File: src/rtl/asym_div_pkg.sv
package asym_div_pkg;
  typedef enum logic {
    PH_LOW  = 1'b0,
    PH_HIGH = 1'b1
  } phase_e;

  localparam int unsigned DEF_REG_W  = 32;
  localparam int unsigned DEF_FLD_W  = 5;
  localparam int unsigned DEF_HI_LSB = 16;
  localparam int unsigned DEF_LO_LSB = 0;
endpackage

File: src/rtl/scaler_reg.sv
module scaler_reg #(
  parameter int unsigned REG_W  = 32,
  parameter int unsigned FLD_W  = 5,
  parameter int unsigned HI_LSB = 16,
  parameter int unsigned LO_LSB = 0
) (
  input  logic             clk,
  input  logic             rst,
  input  logic             wr_en_i,
  input  logic [REG_W-1:0] wr_data_i,
  output logic [REG_W-1:0] rd_data_o,
  output logic [FLD_W-1:0] hi_o,
  output logic [FLD_W-1:0] lo_o
);
  localparam logic [REG_W-1:0] FLD_ONES = {{(REG_W-FLD_W){1'b0}}, {FLD_W{1'b1}}};
  localparam logic [REG_W-1:0] KEEP_MASK = (FLD_ONES << HI_LSB) | (FLD_ONES << LO_LSB);

  logic [REG_W-1:0] word_q;

  // reserved bits are masked on the way in, so they stay zero
  always_ff @(posedge clk) begin
    if (rst) begin
      word_q <= '0;
    end else if (wr_en_i) begin
      word_q <= wr_data_i & KEEP_MASK;
    end
  end

  assign rd_data_o = word_q;
  assign hi_o      = word_q[HI_LSB +: FLD_W];
  assign lo_o      = word_q[LO_LSB +: FLD_W];

  AST_WR_HI_FIELD: assert property (@(posedge clk) disable iff (rst)
    wr_en_i |=> hi_o == $past(wr_data_i[HI_LSB +: FLD_W]));
  AST_WR_LO_FIELD: assert property (@(posedge clk) disable iff (rst)
    wr_en_i |=> lo_o == $past(wr_data_i[LO_LSB +: FLD_W]));
  AST_HOLD_NO_WR: assert property (@(posedge clk) disable iff (rst)
    !wr_en_i |=> $stable(rd_data_o));
endmodule

File: src/rtl/phase_gen.sv
module phase_gen
  import asym_div_pkg::*;
#(
  parameter int unsigned FLD_W = 5
) (
  input  logic             clk,
  input  logic             rst,
  input  logic             run_i,
  input  logic [FLD_W-1:0] hi_len_i,
  input  logic [FLD_W-1:0] lo_len_i,
  output logic             clk_o,
  output logic             rise_o,
  output logic             fall_o
);
  phase_e           phase_q;
  logic             active_q;
  logic [FLD_W-1:0] cnt_q;
  logic [FLD_W-1:0] len_q;
  logic             rise_q;
  logic             fall_q;

  always_ff @(posedge clk) begin
    if (rst) begin
      phase_q  <= PH_LOW;
      active_q <= 1'b0;
      cnt_q    <= '0;
      len_q    <= '0;
      rise_q   <= 1'b0;
      fall_q   <= 1'b0;
    end else begin
      rise_q <= 1'b0;
      fall_q <= 1'b0;
      if (!run_i) begin
        // stopped: park low, mark a fall if one happens here
        fall_q   <= (phase_q == PH_HIGH);
        phase_q  <= PH_LOW;
        active_q <= 1'b0;
        cnt_q    <= '0;
        len_q    <= '0;
      end else if (!active_q) begin
        active_q <= 1'b1;
        phase_q  <= PH_HIGH;
        cnt_q    <= hi_len_i;
        len_q    <= hi_len_i;
        rise_q   <= 1'b1;
      end else if (cnt_q != '0) begin
        cnt_q <= cnt_q - 1'b1;
      end else if (phase_q == PH_HIGH) begin
        // phase length sampled only here, at the phase boundary
        phase_q <= PH_LOW;
        cnt_q   <= lo_len_i;
        len_q   <= lo_len_i;
        fall_q  <= 1'b1;
      end else begin
        phase_q <= PH_HIGH;
        cnt_q   <= hi_len_i;
        len_q   <= hi_len_i;
        rise_q  <= 1'b1;
      end
    end
  end

  assign clk_o  = (phase_q == PH_HIGH);
  assign rise_o = rise_q;
  assign fall_o = fall_q;

  AST_RISE_ON_EDGE: assert property (@(posedge clk) disable iff (rst)
    rise_o |-> clk_o && !$past(clk_o));
  AST_FALL_ON_EDGE: assert property (@(posedge clk) disable iff (rst)
    fall_o |-> !clk_o && $past(clk_o));
  AST_EDGE_MARKED: assert property (@(posedge clk) disable iff (rst)
    (clk_o != $past(clk_o)) |-> (rise_o || fall_o));
  AST_PULSE_EXCL: assert property (@(posedge clk) disable iff (rst)
    !(rise_o && fall_o));
  AST_STOP_LOW: assert property (@(posedge clk) disable iff (rst)
    !run_i |=> !clk_o && cnt_q == '0);
  AST_START_FULL: assert property (@(posedge clk) disable iff (rst)
    (run_i && !active_q) |=> clk_o && rise_o && cnt_q == $past(hi_len_i));
  AST_CNT_BOUND: assert property (@(posedge clk) disable iff (rst)
    cnt_q <= len_q);
endmodule

File: src/rtl/asym_clk_div.sv
module asym_clk_div
  import asym_div_pkg::*;
#(
  parameter int unsigned REG_W  = DEF_REG_W,
  parameter int unsigned FLD_W  = DEF_FLD_W,
  parameter int unsigned HI_LSB = DEF_HI_LSB,
  parameter int unsigned LO_LSB = DEF_LO_LSB
) (
  input  logic             clk,
  input  logic             rst,
  input  logic             wr_en,
  input  logic [REG_W-1:0] wr_data,
  output logic [REG_W-1:0] rd_data,
  input  logic             run,
  output logic             clk_out,
  output logic             rise_pulse,
  output logic             fall_pulse
);
  logic [FLD_W-1:0] hi_len;
  logic [FLD_W-1:0] lo_len;

  scaler_reg #(
    .REG_W (REG_W),
    .FLD_W (FLD_W),
    .HI_LSB(HI_LSB),
    .LO_LSB(LO_LSB)
  ) u_scaler (
    .clk      (clk),
    .rst      (rst),
    .wr_en_i  (wr_en),
    .wr_data_i(wr_data),
    .rd_data_o(rd_data),
    .hi_o     (hi_len),
    .lo_o     (lo_len)
  );

  phase_gen #(
    .FLD_W(FLD_W)
  ) u_phase (
    .clk     (clk),
    .rst     (rst),
    .run_i   (run),
    .hi_len_i(hi_len),
    .lo_len_i(lo_len),
    .clk_o   (clk_out),
    .rise_o  (rise_pulse),
    .fall_o  (fall_pulse)
  );

  AST_RESET_STATE: assert property (@(posedge clk)
    rst |=> !clk_out && !rise_pulse && !fall_pulse && rd_data == '0);
endmodule

File: config.mk
export PLATFORM = sky130hd
export DESIGN_NAME = asym_clk_div
export DESIGN_NICKNAME = d
export VERILOG_FILES = /design/src/rtl/asym_div_pkg.sv /design/src/rtl/scaler_reg.sv /design/src/rtl/phase_gen.sv /design/src/rtl/asym_clk_div.sv
export SDC_FILE = /design/constraint.sdc
export NUM_CORES = 1
export LEC_CHECK = 0
export ABC_CLOCK_PERIOD_IN_PS = 2000
export BUFFER_PORTS_ARGS = -buffer_cell sky130_fd_sc_hd__buf_2
export CAP_MARGIN = 20
export CORE_UTILIZATION = 40
export DETAILED_ROUTE_END_ITERATION = 12
export PLACE_DENSITY_LB_ADDON = 0.25
export SYNTH_ARGS = -nofsm -noshare
export SYNTH_HDL_FRONTEND = slang
export SYNTH_HIERARCHICAL = 1
export SYNTH_SLANG_ARGS = --single-unit
File: constraint.sdc
create_clock -name clk -period 2 [get_ports clk]
set_input_delay 0.5 -clock clk [delete_from_list [all_inputs] [get_ports clk]]
set_output_delay 0.5 -clock clk [all_outputs]
set_load 0.05 [all_outputs]
==> qor.yml <==
status:
  outcome: "complete, no violations"
logic_synthesis:
  seq_area_frac_synth_pct: 37.0
  avgSynthCellArea_um2: 8.86
  yosys.area_share.simple_pct: 11.2
  synth_compound_area_share_pct: 9.87
  yosysWarnings: 6
  synth_cell_types: 27
  muxShareOfSynthArea_pct: 10.7
  syn_inst: 116
  synth_fa_ha_area_share_pct: 1.22
  syn-cell-area_mm2: 0.00103
  synth-xor-area-share_pct: 1.71
  ys_ff_latch: 19
  synth_top_family_by_area: "buffers and inverters"
layout:
  syn_to_final_growth_pct: 0.974
  utilization_pct: 44.7
  nets: 169
  final_cell_mix: "26 x buf_2, 22 x conb_1, 19 x dfxtp_1"
  layout_commonest_cell: "buf_2"
  diodes: 0
  drive_gt1_share_pct: 23.7
hold_path:
  whs_path_depth: 3
  min_path_type: "input pin to flop"
  min-delay-start: "wr_data[19]"
sta:
  holdWs_ns: 0.436
  slew_violations: 0
  min_period_over_period_pct: 92.2
  rsz0062_at_grt: "no"
  setup_viol: 0
  fin_skew_ns: 0.00374
  max_freq_ghz: 0.542
  final-hold-violation-count: 0
  period_needed_ns: 1.84
  finalSetupTns_ns: 0
  fin_ws_ns: 0.157
clocking:
  htreeDepth: 1
  clk_pin_slew_ns: 0.10
  cts_made_buffers: 3
  clockBufferDepth: 2
  clock-root-buffer: "clkbuf_4"
  clock_latency_ns: 0.29
  cts_num_sinks: 19
  cts_tree: "yes"
detailed_routing:
  routedWlPerCell_um: 10.5
  firstDrtPassIters: 4
  drt_iter0_drc: 9
  route.detailed.drc: 0
  final_antenna_net_count: 0
  routed_wl_um: 1670
  num_vias: 733
  routed_via_density: 4.61
die:
  die_width_um: 52.7
  die_y_um: 52.7
  core_area_mm2: 0.00232
  io_pins: 71
  core.rowCount: 17
  die-area_mm2: 0.00277
  start_util_pct: 44.3
placed_design:
  pre_cts_slack_ns: 0.103
  numPortBuffers: 26
  dp_hpwl_um: 1300
  gp_congestion: 0.743
critical_path:
  crit_fanout: 6
  startpoint: "u_phase/cnt_q[0]"
  r2r_start: "u_phase/cnt_q[0]"
  critPathKind: "flop to flop"
  endpoint_kind: "flop"
  crit_arrival_ns: 2.01
  cp_data_required_time_ns: 2.17
  reg2regPathDepth: 6
  start_kind: "flop"
global_routing:
  grt_antenna_before_repair: 0
  grt_pass1_vias: 631
  grt_max_degree: 13
  grt_pass1_wl_um: 2780
  gr-usage-all-layers_pct: 13.7
  gr-total-overflow: 0
power:
  power.share.clock_pct: 22.4
  p_int_uw: 528
  p_leak_uw: 0.000529
  power_density_mw_per_mm2: 818
  netSwitchingPower_uw: 321
  seqPwrFrac_pct: 49.1
  ir_drop_v: 0.000409
  switching_share_pct: 37.8
  pwr-share-comb_pct: 28.5
flow_run:
  max_cap_viol_count: 0
## cells by family (layout without fill, tap and decap cells)
family,count (synthesis),count (layout)
AO/OA/AOI/OAI,15,15
XOR/XNOR,2,2
adder cells (fa/ha/maj),1,1
buffers and inverters,42,36
flip-flops,19,19
multiplexers,11,11
other,1,22
AND/OR/NAND/NOR,25,25
## power by group through the flow
stage               Clock (µW)  Sequential, µW  Combinational [µW]
global placement             0             424                 237
finish                     190             417                 242
detailed placement           0             426                 239
CTS                        197             417                 239
floorplan                    0             431                 246
global route               213             421                 257
## state kept, by name, summed over array words and instances, names as in the netlist
| signal | cells |
|---|---|
| u_phase/cnt_q | 5 |
| u_phase/active_q | 1 |
| u_phase/clk_o | 1 |
| u_phase/rise_o | 1 |
| u_phase/fall_o | 1 |
| u_scaler/rd_data_o | 10 |
## through the flow
step           total power (µW)  cells  instance area [µm²]
5_1_grt                     892    159                 1040
4_1_cts                     854    159                 1030
6_report                    848    159                 1040
3_3_place_gp                660    155                 1010
2_1_floorplan               678    137                 1110
3_5_place_dp                665    155                 1010
## final timing paths
| kind | endpoint | slack, ns |
|---|---|---|
| setup / recovery | u_phase/cnt_q[1] | 0.16 |
| hold / removal | u_scaler/rd_data_o[19] | 0.44 |
| setup reg to reg | u_phase/cnt_q[1] | 0.16 |
| hold reg to reg | u_phase/cnt_q[4] | 0.49 |
## critical path, cell delays in order, from the launching register on
cell and delay [ns]:
dfxtp_1 0.35, inv_1 0.08, ha_1 0.20, or4b_4 0.53, or2_4 0.30, o21ai_0 0.20, a311oi_1 0.07
## Yosys cell counts, drive strengths merged
library cell	n	share of area, %
o21a	1	0.73
dfxtp	19	37
nand4	1	0.61
buf	34	25
conb	1	0.37
a21oi	4	1.9
nor2	14	5.1
ha	1	1.2
inv	6	2.2
clkbuf	2	0.85
nand2b	2	1.2
nand2	5	1.8
o2111ai	1	0.85
o21ai	3	1.5
o32ai	1	0.85
or3	1	0.61
o22ai	2	1.2
o221a	1	1.1
mux2i	11	11
xnor2	1	0.85
a311oi	2	1.7
or4b	1	0.97
xor2	1	0.85
or2	1	0.85
## cell type report
type / count / area [µm²]
clock buffer: 4 / 26.3
fill: 231 / 1280
inverter: 6 / 22.5
multi-input combinational: 76 / 443
sequential: 19 / 380
tap: 28 / 35.0
timing repair buffer: 26 / 130
## routing by layer
metal	part of all wire, %	track usage [%]
met3	3.8	1.74
met4	0.60	7.89
met2	50	22.2
met1	45	17.3
met5	0	0
## timing repair
item | 4_1_cts | 5_1_grt
endpoints found under the setup margin | 0 | 1
setup buffers | 0 | 0
hold buffers | 0 | 0
resized for setup | 0 | 1
No activity file was read; power rests on OpenSTA's default activity.
